$ cat src/rtl/tcd_pkg.sv
package tcd_pkg;

    localparam int DW    = 32;
    localparam int LANES = DW / 8;

    typedef enum logic [1:0] {
        ST_IDLE  = 2'd0,
        ST_PICK  = 2'd1,
        ST_READ  = 2'd2,
        ST_WRITE = 2'd3
    } seq_state_e;

    typedef struct packed {
        logic [1:0] src_sz;
        logic [1:0] dst_sz;
        logic       stop_at_end;
    } xfer_attr_t;

    // width code to byte count; the spare code behaves as a full word
    function automatic logic [2:0] size_bytes(input logic [1:0] code);
        case (code)
            2'b00:   size_bytes = 3'd1;
            2'b01:   size_bytes = 3'd2;
            default: size_bytes = 3'd4;
        endcase
    endfunction

    // mask covering the lowest nb byte lanes
    function automatic logic [DW-1:0] lane_mask(input logic [2:0] nb);
        if (32'(nb) >= LANES)
            lane_mask = '1;
        else
            lane_mask = (DW'(1) << (32'(nb) * 8)) - DW'(1);
    endfunction

endpackage

$ cat src/rtl/tcd_pack_buf.sv
module tcd_pack_buf
    import tcd_pkg::*;
(
    input  logic          clk,
    input  logic          rst,
    input  logic          clr,
    input  logic          push,
    input  logic [DW-1:0] push_data,
    input  logic [2:0]    push_bytes,
    input  logic          pop,
    input  logic [2:0]    pop_bytes,
    output logic [2:0]    level,
    output logic [DW-1:0] head
);

    logic [DW-1:0] data_q;
    logic [2:0]    level_q;

    always_ff @(posedge clk) begin
        if (rst || clr) begin
            data_q  <= '0;
            level_q <= '0;
        end else if (push) begin
            data_q  <= data_q | ((push_data & lane_mask(push_bytes)) << (32'(level_q) * 8));
            level_q <= level_q + push_bytes;
        end else if (pop) begin
            data_q  <= data_q >> (32'(pop_bytes) * 8);
            level_q <= level_q - pop_bytes;
        end
    end

    assign level = level_q;
    assign head  = data_q;


    level_bound_chk: assert property (@(posedge clk) disable iff (rst)
        32'(level_q) <= LANES);


    pop_cover_chk: assert property (@(posedge clk) disable iff (rst)
        pop |-> level_q >= pop_bytes);

endmodule

$ cat src/rtl/tcd_iter_cnt.sv
module tcd_iter_cnt #(
    parameter int ITER_W = 15
) (
    input  logic              clk,
    input  logic              rst,
    input  logic              load,
    input  logic [ITER_W-1:0] load_cur,
    input  logic [ITER_W-1:0] load_begin,
    input  logic              step,
    output logic [ITER_W-1:0] cur,
    output logic              last
);

    logic [ITER_W-1:0] cur_q;
    logic [ITER_W-1:0] begin_q;

    assign last = (cur_q <= ITER_W'(1));
    assign cur  = cur_q;

    always_ff @(posedge clk) begin
        if (rst) begin
            cur_q   <= '0;
            begin_q <= '0;
        end else if (load) begin
            cur_q   <= load_cur;
            begin_q <= load_begin;
        end else if (step) begin
            cur_q <= last ? begin_q : cur_q - ITER_W'(1);
        end
    end


    iter_dec_chk: assert property (@(posedge clk) disable iff (rst)
        step && !load && (cur_q > ITER_W'(1)) |=> cur_q == $past(cur_q) - ITER_W'(1));


    iter_hold_chk: assert property (@(posedge clk) disable iff (rst)
        !step && !load |=> $stable(cur_q));

endmodule

$ cat src/rtl/tcd_seq.sv
module tcd_seq
    import tcd_pkg::*;
#(
    parameter int ADDR_W = 32,
    parameter int OFF_W  = 16,
    parameter int NB_W   = 16
) (
    input  logic              clk,
    input  logic              rst,
    input  logic              desc_load,
    input  logic [ADDR_W-1:0] d_src,
    input  logic [ADDR_W-1:0] d_dst,
    input  logic [OFF_W-1:0]  d_soff,
    input  logic [OFF_W-1:0]  d_doff,
    input  xfer_attr_t        d_attr,
    input  logic [NB_W-1:0]   d_nbytes,
    input  logic [ADDR_W-1:0] d_slast,
    input  logic [ADDR_W-1:0] d_dlast,
    input  logic              d_start,
    input  logic              hreq_en_wr,
    input  logic              hreq_en_val,
    input  logic              hw_req,
    input  logic              halt_on_err,
    input  logic              iter_last,
    output logic              iter_load,
    output logic              iter_step,
    input  logic [2:0]        buf_level,
    input  logic [DW-1:0]     buf_head,
    output logic              buf_clr,
    output logic              buf_push,
    output logic              buf_pop,
    output logic [2:0]        push_bytes,
    output logic [2:0]        pop_bytes,
    output logic              rd_req,
    output logic [ADDR_W-1:0] rd_addr,
    output logic [1:0]        rd_size,
    input  logic              rd_ack,
    input  logic              rd_err,
    output logic              wr_req,
    output logic [ADDR_W-1:0] wr_addr,
    output logic [1:0]        wr_size,
    output logic [DW-1:0]     wr_data,
    input  logic              wr_ack,
    input  logic              wr_err,
    output logic              sts_active,
    output logic              sts_done,
    output logic              sts_error,
    output logic              sts_halted,
    output logic              hreq_enabled,
    output logic [ADDR_W-1:0] cur_src,
    output logic [ADDR_W-1:0] cur_dst
);

    localparam int EXT_W = ADDR_W - OFF_W;

    seq_state_e        state_q;
    logic [ADDR_W-1:0] src_q, dst_q, slast_q, dlast_q;
    logic [OFF_W-1:0]  soff_q, doff_q;
    xfer_attr_t        attr_q;
    logic [NB_W-1:0]   nbytes_q, left_q;
    logic              start_q, req_en_q, done_q, err_q, halt_q;

    logic load_ok, go, rd_ok, rd_bad, wr_ok, wr_bad, minor_end;
    logic [ADDR_W-1:0] soff_ext, doff_ext;

    assign soff_ext  = {{EXT_W{soff_q[OFF_W-1]}}, soff_q};
    assign doff_ext  = {{EXT_W{doff_q[OFF_W-1]}}, doff_q};

    assign load_ok   = desc_load && (state_q == ST_IDLE);
    assign go        = (state_q == ST_IDLE) && !load_ok && !halt_q
                       && (start_q || (hw_req && req_en_q));
    assign rd_ok     = (state_q == ST_READ)  && rd_ack && !rd_err;
    assign rd_bad    = (state_q == ST_READ)  && rd_ack &&  rd_err;
    assign wr_ok     = (state_q == ST_WRITE) && wr_ack && !wr_err;
    assign wr_bad    = (state_q == ST_WRITE) && wr_ack &&  wr_err;
    assign minor_end = (state_q == ST_PICK)  && (left_q == '0);

    assign push_bytes = size_bytes(attr_q.src_sz);
    assign pop_bytes  = size_bytes(attr_q.dst_sz);
    assign buf_clr    = go;
    assign buf_push   = rd_ok;
    assign buf_pop    = wr_ok;
    assign iter_load  = load_ok;
    assign iter_step  = minor_end;

    assign rd_req  = (state_q == ST_READ);
    assign rd_addr = src_q;
    assign rd_size = attr_q.src_sz;
    assign wr_req  = (state_q == ST_WRITE);
    assign wr_addr = dst_q;
    assign wr_size = attr_q.dst_sz;
    assign wr_data = buf_head & lane_mask(pop_bytes);

    assign sts_active   = (state_q != ST_IDLE);
    assign sts_done     = done_q;
    assign sts_error    = err_q;
    assign sts_halted   = halt_q;
    assign hreq_enabled = req_en_q;
    assign cur_src      = src_q;
    assign cur_dst      = dst_q;

    always_ff @(posedge clk) begin
        if (rst) begin
            state_q  <= ST_IDLE;
            src_q    <= '0;
            dst_q    <= '0;
            slast_q  <= '0;
            dlast_q  <= '0;
            soff_q   <= '0;
            doff_q   <= '0;
            attr_q   <= '0;
            nbytes_q <= '0;
            left_q   <= '0;
            start_q  <= 1'b0;
            req_en_q <= 1'b0;
            done_q   <= 1'b0;
            err_q    <= 1'b0;
            halt_q   <= 1'b0;
        end else begin
            if (hreq_en_wr)
                req_en_q <= hreq_en_val;
            case (state_q)
                ST_IDLE: begin
                    if (load_ok) begin
                        src_q    <= d_src;
                        dst_q    <= d_dst;
                        soff_q   <= d_soff;
                        doff_q   <= d_doff;
                        attr_q   <= d_attr;
                        nbytes_q <= d_nbytes;
                        slast_q  <= d_slast;
                        dlast_q  <= d_dlast;
                        start_q  <= d_start;
                        done_q   <= 1'b0;
                        err_q    <= 1'b0;
                        halt_q   <= 1'b0;
                    end else if (go) begin
                        start_q <= 1'b0;
                        left_q  <= nbytes_q;
                        state_q <= ST_PICK;
                    end
                end
                ST_PICK: begin
                    if (left_q == '0) begin
                        state_q <= ST_IDLE;
                        if (iter_last) begin
                            src_q  <= src_q + slast_q;
                            dst_q  <= dst_q + dlast_q;
                            done_q <= 1'b1;
                            if (attr_q.stop_at_end)
                                req_en_q <= 1'b0;
                        end
                    end else if (buf_level >= pop_bytes) begin
                        state_q <= ST_WRITE;
                    end else begin
                        state_q <= ST_READ;
                    end
                end
                ST_READ: begin
                    if (rd_bad) begin
                        err_q   <= 1'b1;
                        halt_q  <= halt_q | halt_on_err;
                        state_q <= ST_IDLE;
                    end else if (rd_ok) begin
                        src_q   <= src_q + soff_ext;
                        state_q <= ST_PICK;
                    end
                end
                ST_WRITE: begin
                    if (wr_bad) begin
                        err_q   <= 1'b1;
                        halt_q  <= halt_q | halt_on_err;
                        state_q <= ST_IDLE;
                    end else if (wr_ok) begin
                        dst_q   <= dst_q + doff_ext;
                        left_q  <= (left_q > NB_W'(pop_bytes)) ? left_q - NB_W'(pop_bytes) : '0;
                        state_q <= ST_PICK;
                    end
                end
                default: state_q <= ST_IDLE;
            endcase
        end
    end


    one_port_chk: assert property (@(posedge clk) disable iff (rst)
        !(rd_req && wr_req));


    rd_hold_chk: assert property (@(posedge clk) disable iff (rst)
        rd_req && !rd_ack |=> rd_req && $stable(rd_addr));


    wr_hold_chk: assert property (@(posedge clk) disable iff (rst)
        wr_req && !wr_ack |=> wr_req && $stable(wr_addr) && $stable(wr_data));


    halt_idle_chk: assert property (@(posedge clk) disable iff (rst)
        halt_q && !desc_load |=> (state_q == ST_IDLE));


    done_source_chk: assert property (@(posedge clk) disable iff (rst)
        $rose(done_q) |-> $past(state_q) == ST_PICK);


    busy_load_chk: assert property (@(posedge clk) disable iff (rst)
        sts_active && !rd_ok && !wr_ok && !minor_end |=> $stable(src_q) && $stable(dst_q));

endmodule

$ cat src/rtl/tcd_dma_engine.sv
module tcd_dma_engine
    import tcd_pkg::*;
#(
    parameter int ADDR_W = 32,
    parameter int OFF_W  = 16,
    parameter int NB_W   = 16,
    parameter int ITER_W = 15
) (
    input  logic              clk,
    input  logic              rst,
    input  logic              desc_load,
    input  logic [ADDR_W-1:0] desc_src_addr,
    input  logic [ADDR_W-1:0] desc_dst_addr,
    input  logic [OFF_W-1:0]  desc_src_step,
    input  logic [OFF_W-1:0]  desc_dst_step,
    input  logic [1:0]        desc_src_size,
    input  logic [1:0]        desc_dst_size,
    input  logic [NB_W-1:0]   desc_nbytes,
    input  logic [ITER_W-1:0] desc_iter,
    input  logic [ITER_W-1:0] desc_iter_begin,
    input  logic [ADDR_W-1:0] desc_src_wrap,
    input  logic [ADDR_W-1:0] desc_dst_wrap,
    input  logic              desc_start,
    input  logic              desc_stop_at_end,
    input  logic              hreq_en_wr,
    input  logic              hreq_en_val,
    input  logic              hw_req,
    input  logic              halt_on_err,
    output logic              rd_req,
    output logic [ADDR_W-1:0] rd_addr,
    output logic [1:0]        rd_size,
    input  logic              rd_ack,
    input  logic [31:0]       rd_data,
    input  logic              rd_err,
    output logic              wr_req,
    output logic [ADDR_W-1:0] wr_addr,
    output logic [1:0]        wr_size,
    output logic [31:0]       wr_data,
    input  logic              wr_ack,
    input  logic              wr_err,
    output logic              sts_active,
    output logic              sts_done,
    output logic              sts_error,
    output logic              sts_halted,
    output logic              hreq_enabled,
    output logic [ITER_W-1:0] cur_iter,
    output logic [ADDR_W-1:0] cur_src_addr,
    output logic [ADDR_W-1:0] cur_dst_addr
);

    xfer_attr_t    attr_in;
    logic          it_load, it_step, it_last;
    logic          b_clr, b_push, b_pop;
    logic [2:0]    b_push_n, b_pop_n, b_level;
    logic [DW-1:0] b_head;

    assign attr_in = '{src_sz: desc_src_size, dst_sz: desc_dst_size,
                       stop_at_end: desc_stop_at_end};

    tcd_seq #(
        .ADDR_W(ADDR_W), .OFF_W(OFF_W), .NB_W(NB_W)
    ) seq_i (
        .clk(clk), .rst(rst),
        .desc_load(desc_load),
        .d_src(desc_src_addr), .d_dst(desc_dst_addr),
        .d_soff(desc_src_step), .d_doff(desc_dst_step),
        .d_attr(attr_in), .d_nbytes(desc_nbytes),
        .d_slast(desc_src_wrap), .d_dlast(desc_dst_wrap),
        .d_start(desc_start),
        .hreq_en_wr(hreq_en_wr), .hreq_en_val(hreq_en_val),
        .hw_req(hw_req), .halt_on_err(halt_on_err),
        .iter_last(it_last), .iter_load(it_load), .iter_step(it_step),
        .buf_level(b_level), .buf_head(b_head),
        .buf_clr(b_clr), .buf_push(b_push), .buf_pop(b_pop),
        .push_bytes(b_push_n), .pop_bytes(b_pop_n),
        .rd_req(rd_req), .rd_addr(rd_addr), .rd_size(rd_size),
        .rd_ack(rd_ack), .rd_err(rd_err),
        .wr_req(wr_req), .wr_addr(wr_addr), .wr_size(wr_size),
        .wr_data(wr_data), .wr_ack(wr_ack), .wr_err(wr_err),
        .sts_active(sts_active), .sts_done(sts_done),
        .sts_error(sts_error), .sts_halted(sts_halted),
        .hreq_enabled(hreq_enabled),
        .cur_src(cur_src_addr), .cur_dst(cur_dst_addr)
    );

    tcd_iter_cnt #(
        .ITER_W(ITER_W)
    ) iter_i (
        .clk(clk), .rst(rst),
        .load(it_load), .load_cur(desc_iter), .load_begin(desc_iter_begin),
        .step(it_step), .cur(cur_iter), .last(it_last)
    );

    tcd_pack_buf buf_i (
        .clk(clk), .rst(rst), .clr(b_clr),
        .push(b_push), .push_data(rd_data), .push_bytes(b_push_n),
        .pop(b_pop), .pop_bytes(b_pop_n),
        .level(b_level), .head(b_head)
    );

endmodule

$ cat config.mk
export PLATFORM = sky130hd
export DESIGN_NAME = tcd_dma_engine
export DESIGN_NICKNAME = d
export VERILOG_FILES = /design/src/rtl/tcd_pkg.sv /design/src/rtl/tcd_pack_buf.sv /design/src/rtl/tcd_iter_cnt.sv /design/src/rtl/tcd_seq.sv /design/src/rtl/tcd_dma_engine.sv
export SDC_FILE = /design/constraint.sdc
export NUM_CORES = 1
export LEC_CHECK = 0
export BUFFER_PORTS_ARGS = -buffer_cell sky130_fd_sc_hd__buf_2
export CAP_MARGIN = 25
export CORE_ASPECT_RATIO = 0.9
export CORE_MARGIN = 2
export CORE_UTILIZATION = 59
export DETAILED_ROUTE_END_ITERATION = 12
export HOLD_SLACK_MARGIN = 0.06
export MAX_ROUTING_LAYER = met4
export PLACE_DENSITY_LB_ADDON = 0.12
export REMOVE_ABC_BUFFERS = 1
export SLEW_MARGIN = 15
export SYNTH_ARGS = -nofsm -noshare
export SYNTH_HDL_FRONTEND = slang
export SYNTH_HIERARCHICAL = 1
export SYNTH_SLANG_ARGS = --single-unit
$ cat constraint.sdc
create_clock -name clk -period 9 [get_ports clk]
set_input_delay 0.9 -clock clk [delete_from_list [all_inputs] [get_ports clk]]
set_output_delay 0.9 -clock clk [all_outputs]
set_load 0.005 [all_outputs]
[Yosys cells after proc, flatten, opt, wreduce, memory -nomap -nowiden]
Index checks and enable logic that the tools add are counted.
Storage, ports and cells
  register bits after elaboration: 269
  input port bits: 255
  output and inout bits: 186
  word-level logic and storage cells: 158
Cells by class
  $add $sub $neg: 10
  $lt $le $gt $ge: 5
  equal/unequal tests: 18
  shift-type cells: 4
  multiplexer cells: 57
  bitwise logic cells: 4
  reductions and logical operators: 39
Operators by type and width (count)
  $mux W32: 16
  $pmux W32 S3: 2
  $add A32 B32 Y32: 4
  $mux W16: 5
  $and A32 B32 Y32: 2
  $shl A1 B6 Y32 const A: 2
  $sub A32 B2 Y32 const B: 2
  $mux W15: 3
  $or A32 B32 Y32: 1
  $pmux W16 S2: 1
  $shl A32 B6 Y32: 1
  $shr A32 B6 Y32: 1
  $gt A16 B3 Y1: 1
  $logic_not A16 Y1: 1
  $sub A16 B3 Y16: 1
  $le A15 B1 Y1 const B: 1
  $mux W1: 15
  $sub A15 B1 Y15 const B: 1
  $mux W2: 7
  $ne A2 B1 Y1 const B: 7
  $logic_and A1 B1 Y1: 12
  $pmux W3 S2: 2
  $reduce_and A4 Y1: 3
  $reduce_and A6 Y1: 2
  20 further kinds: 44

[Depth between registers and ports, before layout]
Gate-level depths: netlist of run 1.
  depth after elaboration: 12
  depth in mapped cells: 17
  gate-level depth less buffers: 15

[Modules after synthesis]
Netlist of run 1, hierarchy kept.
Modules (own cells, without submodules)
  tcd_seq: times used 1, cells an instance 1806, area an instance 13485.4 um^2, seq. area each 4083.9 um^2
  tcd_pack_buf: times used 1, cells an instance 244, area an instance 2140.8 um^2, seq. area each 700.7 um^2
  tcd_iter_cnt: times used 1, cells an instance 206, area an instance 1741.7 um^2, seq. area each 600.6 um^2

[Least setup slack after synthesis of run 1]
No wires, ideal clock.
  path kind: register to register
  start: register seq_i.state_q[1]
  end: register seq_i.dst_q[31] (netlist: seq_i/cur_dst[31])
  setup time: 0.116 ns
  arrival time: 3.914 ns
  data required time: 8.884 ns
  setup slack: 4.970 ns
  cell stages (with the launch flop): 16
  path buffers: 4
  clock period less this slack: 4.030 ns
  cells stage by stage: dfxtp_1 -> ha_1 -> clkbuf_1 -> buf_1 -> clkbuf_1 -> mux2_2 -> ha_1 -> clkbuf_1 -> a21o_1 -> a22oi_1 -> o21ai_2 -> a31oi_2 -> o221ai_2 -> nor2b_4 -> or4_1 -> a41o_1
Between the ends
  longest elaborated chain between the ends: 5
  elaborated cells between the ends (all ways): 15
  classes of those cells: eq/ne: 7; mux: 1; reduce/logical: 7
RTL lines
  start: declaration: RTL line tcd_seq.sv:56  | seq_state_e state_q;
  start signal: assignment: RTL line tcd_seq.sv:104  | state_q <= ST_IDLE;
  start signal: assignment: RTL line tcd_seq.sv:140  | state_q <= ST_PICK;
  start signal: assignment: RTL line tcd_seq.sv:145  | state_q <= ST_IDLE;
  $eq A2 B2 Y1 *
  named net wr_req: RTL line tcd_dma_engine.sv:35  | output logic wr_req,
  $logic_and A1 B1 Y1: RTL line tcd_seq.sv:74, tcd_seq.sv:75
  $logic_and A1 B1 Y1, on equally long branches: RTL line tcd_seq.sv:75, tcd_seq.sv:74
  $ne A2 B2 Y1 (no source line) / $ne A2 B1 Y1 (equally long branches)
  $reduce_and A6 Y1 (no source line)
  end signal: assignment: RTL line tcd_seq.sv:126  | dst_q <= d_dst;
  end signal: assignment: RTL line tcd_seq.sv:148  | dst_q <= dst_q + dlast_q;
  end signal: assignment: RTL line tcd_seq.sv:175  | dst_q <= dst_q + doff_ext;
  end: declaration: RTL line tcd_seq.sv:57  | logic [ADDR_W-1:0] src_q, dst_q, slast_q, dlast_q;
The timed path passes the listed nets; every way through them passes the cells marked *.
A chain may end at the register's enable or synchronous reset.

[Worst setup path after layout of run 1]
  start: register iter_i.cur_q[7] (netlist: iter_i/cur[7])
  end: register seq_i.src_q[27] (netlist: seq_i/cur_src[27])
Between the ends
  longest elaborated chain between the ends: 3
RTL lines
  start: declaration: RTL line tcd_iter_cnt.sv:14  | logic [ITER_W-1:0] cur_q;
  start signal: assignment: RTL line tcd_iter_cnt.sv:25  | cur_q <= load_cur;
  start signal: assignment: RTL line tcd_iter_cnt.sv:28  | cur_q <= last ? begin_q : cur_q - ITER_W'(1);
  $le A15 B1 Y1: RTL line tcd_iter_cnt.sv:17  | assign last = (cur_q <= ITER_W'(1));
  named net it_last: RTL line tcd_dma_engine.sv:52  | logic it_load, it_step, it_last;
  $ne A2 B1 Y1 (no source line)
  $reduce_and A6 Y1 (no source line)
  end signal: assignment: RTL line tcd_seq.sv:125  | src_q <= d_src;
  end signal: assignment: RTL line tcd_seq.sv:147  | src_q <= src_q + slast_q;
  end signal: assignment: RTL line tcd_seq.sv:165  | src_q <= src_q + soff_ext;
  end: declaration: RTL line tcd_seq.sv:57
The timed path passes the listed nets, and every way through them passes these cells.

==> results of run 1 <==
==> flip-flops by register name, summed over array words and instances (netlist names) <==
register,cells
buf_i/head,32
seq_i/cur_dst,32
seq_i/cur_src,32
seq_i/dlast_q,32
seq_i/slast_q,32
seq_i/doff_q,16
seq_i/left_q,16
seq_i/nbytes_q,16
seq_i/soff_q,16
iter_i/begin_q,15
iter_i/cur,15
buf_i/level,3
seq_i/rd_size,2
seq_i/state_q,2
seq_i/wr_size,2
seq_i/attr_q,1
seq_i/hreq_enabled,1
seq_i/start_q,1
seq_i/sts_done,1
seq_i/sts_error,1
seq_i/sts_halted,1
==> layout make-up <==
| cell class | count | area [µm²] | area share |
|---|---|---|---|
| Sequential cell | 269 | 5390 | 0.267 |
| Clock buffer | 40 | 847 | 0.0420 |
| Multi-Input combinational cell | 1682 | 10600 | 0.524 |
| Clock inverter | 14 | 206 | 0.0102 |
| Tap cell | 396 | 495 | 0.0246 |
| Inverter | 90 | 343 | 0.0170 |
| Timing Repair Buffer | 454 | 2310 | 0.115 |
| Antenna cell | 3 | 7.51 | 0.000372 |
==> path summary, 6_finish.rpt <==
path	start	end	slack, ns	cells after the start
setup / recovery	iter_i/cur[7]	seq_i/cur_src[27]	4.46	10
hold reg to reg	seq_i/dlast_q[21]	seq_i/dlast_q[21]	0.45	2
hold / removal	seq_i/dlast_q[21]	seq_i/dlast_q[21]	0.45	2
setup reg to reg	iter_i/cur[7]	seq_i/cur_src[27]	4.46	10
==> stage by stage <==
stage / util / setup WS, ns / cell area (µm²) / instances
2_1_floorplan: - / 2.23 / 16300 / 2041
3_3_place_gp: 0.659 / 4.69 / 19100 / 2888
3_5_place_dp: 0.659 / 4.57 / 19100 / 2889
4_1_cts: 0.696 / 4.56 / 20100 / 2943
5_1_grt: 0.696 / 4.31 / 20200 / 2948
6_report: 0.696 / 4.46 / 20200 / 2948
==> placed cells by master (no fill, tap or decap), drive strengths merged, types with 17 or more instances in the layout <==
cell type and count:
buf 453, nand2 367, dfxtp 269, a21oi 248, nor2 159, o21ai 129
inv 91, ha 85, a211oi 60, mux2 42, clkbuf 41, mux2i 40
nor2b 37, nor3 36, xnor2 29, nand3 28, a21o 27, xor2 25
and2 25, nand4 23, a311oi 20, nand2b 19, a31oi 19, a22oi 17
o31ai 17
==> kinds of logic (layout without fill, tap and decap cells) <==
logic type | after synthesis | after routing | synth area share
buf+inv | 305 | 598 | 0.0834
xor+xnor | 54 | 54 | 0.0272
mux | 82 | 82 | 0.0503
fa+ha+maj | 89 | 89 | 0.0658
flops | 269 | 269 | 0.310
simple gates | 774 | 774 | 0.206
compound gates | 683 | 683 | 0.257
other cells | 0 | 3 | 0
==> power breakdown <==
group          internal, µW  leakage [µW]  switching (µW)  total, µW
clock network           801      0.000526             508       1310
logic                  1010       0.00629            1550       2560
registers              1460       0.00221             306       1770
==> worst max-delay path, delay by kind of cell, from the launching register on <==
family          cells  cell delay [ns]
compound gates      2             0.81
buf+inv             2             0.40
flops               1             0.36
simple gates        6             2.79
==> metal layers <==
layer	share of wire	vias up
met5	0	-
met4	0.033	0
met1	0.42	8247
met3	0.088	110
met2	0.45	917
li1	-	8543
==> results.yml, run 1 <==
outcome:
  outcome: "finished, final reports clean"
synthesis:
  synth_area_per_cell_um2: 7.70
  yosysWarnings: 6
  yosysMostFrequentCell: "nand2_1"
  synthArstFlopShare: 0
  synth_seq_cells: 269
  ys.flop_type: "dfxtp_1"
  syn-cell-area_um2: 17400
  synth_edf_count: 0
  synthTopCellsByArea: "dfxtp_1, nand2_1, a21oi_1"
  yosys.area.top_type: "dfxtp_1"
  synth_top_area_frac: 0.310
  yosysSeqAreaShare: 0.310
  synth_cell_types: 94
  postSynthCellCount: 2256
  yosys-top-cells-count: "nand2_1, dfxtp_1, a21oi_1"
drt:
  wl_per_cell_um: 18.1
  drcViolationCount: 0
  firstDrtPassIters: 7
  drt_iter0_markers: 1529
  num_vias: 17800
  routed_via_density: 6.04
  routed_wl_mm: 53.5
  final_antenna_net_count: 0
die:
  io_pins: 441
  die_h_um: 167
  die_area_um2: 30800
  core_um2: 28900
  start_util: 0.600
  die_w_um: 185
  rows: 59
worst_setup_path:
  cp_slowest_cell: "and2_2"
  crit_top_cell: "nand2_1"
  cp.required_ns: 9.41
  crit_chain: "or4_1 > nor3_2 > nand2_1 > clkinv_1 > inv_1 > o31ai_4 > and2_2 > nand2_1 > a2111oi_0 > nor4_1"
  endpoint_kind: "register"
  worst_setup_path_start_kind: "register"
  worstSetupPathType: "register to register"
  cp_max_fo: 52
  cpPeakStageDelay_ns: 0.86
  arrival_ns: 4.95
sta:
  finalCriticalPeriod_ns: 4.54
  hold_violations: 0
  fin_skew_ns: 0.0111
  rsz0062_at_grt: "no"
  finalSetupTns_ns: 0
  worstMarginPinSlew_ns: 0.982
  fmax_mhz: 220
  relSlewSlack: 0.345
  fin_crit_sh: 0.504
  setup_viol: 0
  slew_viol_final: 0
  hold_ws_ns: 0.454
finish:
  layout-drive-gt1-share: 0.234
  syn2layout_area_growth_pct: 16.0
  final_nets: 2870
  fillCellCount: 2524
global_route:
  grt_start_max_net_pins: 102
  grt_pass1_wl_mm: 84.3
  grt_usage: 0.341
  grt_use_met3: 0.0479
  busiest_layer: "met2"
  grt_overflow: 0
  gr-usage-met2: 0.536
  grt_use_met1: 0.448
  grt_pass1_vias: 16600
  grt_antenna_before_repair: 3
run:
  maxCapViolCount: 0
clocking:
  postCtsSetupBuffers: 0
  cts_hold_buf: 0
  cts_buffers: 29
  path_clk_slew_ns: 0.06
  cts_sinks: 269
  htree_num_levels: 1
  cts_resized: 0
  ctsLongestPathBuffers: 3
  clk-insertion-delay-late_ns: 0.56
  cts_tree: "done"
  root_buffer: "clkbuf_16"
place:
  dpl.hpwl_mm: 38.2
  portBuffers: 440
  gp_congestion: 0.925
pwr:
  ir_worst_vdd_uv: 210
  power_density_nw_per_um2: 280
  total_power_uw: 5640
  leakagePower_uw: 0.00903
min_path:
  hold_class: "register to register"
(Power assumes the default switching activity.)
==> run 2: changes to the inputs <==
- CORE_UTILIZATION: 59 -> 55
- clock period: 9 -> 4.3 ns (I/O delays scaled with it)
==> run 2 against run 1 <==
  * Flip-flop and latch count is the same
  * Final cell count is 0.78% higher
  * Total power up 110%
  * Global-route usage down 1.7 points
  * Routed wire length increased by 2.6%
  * Critical path depth is 3 higher
  * Clock skew up 0.0028 ns
  * Critical path type unchanged
  * Highest routed layer unchanged
==> results.yml, run 2 (synthesized netlist as in run 1, its figures left out) <==
drt:
  routed_via_density: 6.00
  drt_iter0_markers: 1419
  drcViolationCount: 0
  firstDrtPassIters: 7
  num_vias: 17800
  final_antenna_net_count: 0
  routed_wl_mm: 54.9
  wl_per_cell_um: 18.5
die:
  die_area_um2: 33000
  io_pins: 441
  rows: 61
  die_h_um: 173
  start_util: 0.560
  core_um2: 31000
  die_w_um: 191
sta:
  fin_skew_ns: 0.0139
  slew_viol_final: 0
  hold_ws_ns: 0.0936
  fmax_mhz: 251
  rsz0062_at_grt: "no"
  finalCriticalPeriod_ns: 3.98
  relSlewSlack: 0.268
  setup_slack_ns: 0.317
  hold_violations: 0
  worstMarginPinSlew_ns: 1.09
  finalSetupTns_ns: 0
  fin_crit_sh: 0.926
  setup_viol: 0
place:
  dpl.hpwl_mm: 39.1
  pre_cts_ws_ns: 0.146
  portBuffers: 440
  gp_congestion: 0.973
worst_setup_path:
  worst_setup_path_start_kind: "register"
  cp_slowest_cell: "dfxtp_1"
  ff2ff_path_depth: 13
  path_depth: 13
  cp.buffers_inverters: 1
  cpPeakStageDelay_ns: 0.47
  cp_top_family: "compound AO/OA/AOI/OAI gates"
  cp_max_fo: 31
  crit_chain: "ha_4 > buf_4 > nand2_1 > o21ai_0 > ha_1 > a221oi_1 > a211o_1 > nand2_1 > a21oi_1 > o21ai_0 > nand2_1 > mux2_2 > a31oi_2"
  worstReg2RegEnd: "seq_i/cur_dst[26]"
  worstSetupPathType: "register to register"
  cp.required_ns: 4.80
  r2r-start: "seq_i/state_q[1]"
  crit_path_start: "seq_i/state_q[1]"
  arrival_ns: 4.48
  endpoint_kind: "register"
  crit_end: "seq_i/cur_dst[26]"
  crit_top_cell: "nand2_1"
  rrSetupSlack_ns: 0.32
global_route:
  grt_antenna_before_repair: 8
  grt_pass1_wl_mm: 86.0
  grt_pass1_vias: 16600
  grt_usage: 0.324
  grt_start_max_net_pins: 151
  grt_overflow: 0
clocking:
  cts_sinks: 269
  cts_buffers: 29
  cts_tree: "done"
  postCtsSetupBuffers: 0
  root_buffer: "clkbuf_16"
  path_clk_slew_ns: 0.07
  htree_num_levels: 1
  cts_hold_buf: 0
  clk-insertion-delay-late_ns: 0.58
  ctsLongestPathBuffers: 3
  cts_resized: 0
finish:
  final_nets: 2876
  layout-drive-gt1-share: 0.238
  regArea_um2: 5390
  multi_input_area_um2: 10600
  fillCellCount: 2837
  mostFrequentLayoutCells: "buf_2, nand2_1, dfxtp_1, a21oi_1, nor2_1"
  syn2layout_area_growth_pct: 17.2
  final_common_cell: "buf_2"
pwr:
  ir_worst_vdd_uv: 423
  leakagePower_uw: 0.00908
  power_density_nw_per_um2: 590
min_path:
  hold_path.startpoint: "desc_src_wrap[8]"
  hold_class: "input port to register"
run:
  maxCapViolCount: 0
outcome:
  outcome: "finished, final reports clean"
run 2: layout make-up:
class	count	area share
multi-input cells	1682	0.520
flip-flops and latches	269	0.265
repair buffers	460	0.117
clock buffers	36	0.0404
well taps	409	0.0251
inverters	90	0.0168
clock inverters	17	0.0144
diodes	8	0.000984
run 2: worst min path at each step:
| stage | end | depth (start not counted) |
|---|---|---|
| global placement | seq_i/hreq_enabled | 1 |
| CTS | seq_i/dlast_q[11] | 3 |
| floorplan | seq_i/hreq_enabled | 1 |
| global route | iter_i/begin_q[5] | 3 |
| detailed placement | seq_i/dlast_q[12] | 2 |
| finish | seq_i/slast_q[8] | 3 |
run 2: tightest hold or removal path: stages:
cell     delay, ns
buf_2         0.09
nand2_1       0.05
a21oi_1       0.05
run 2: metal layers:
layer,vias up,GRT usage,part of all wire
met1,8346,0.437,0.43
li1,8554,-,-
met3,88,0.0457,0.084
met2,828,0.504,0.45
met5,-,-,0
met4,0,0.0990,0.027
run 2: stage by stage:
stage / util / instance area [µm²] / power (µW) / cells
2_1_floorplan: - / 16300 / 7060 / 2041
3_3_place_gp: 0.618 / 19200 / 8910 / 2908
3_5_place_dp: 0.619 / 19200 / 9010 / 2909
4_1_cts: 0.655 / 20300 / 11900 / 2962
5_1_grt: 0.657 / 20400 / 12800 / 2971
6_report: 0.657 / 20400 / 12000 / 2971
run 2: power by group:
group	internal [µW]	leakage, µW	switching (µW)	total, µW
clock network	1780	0.000537	1120	2900
logic	2160	0.00633	3260	5410
registers	3050	0.00221	640	3690
total	6990	0.00908	5020	12000
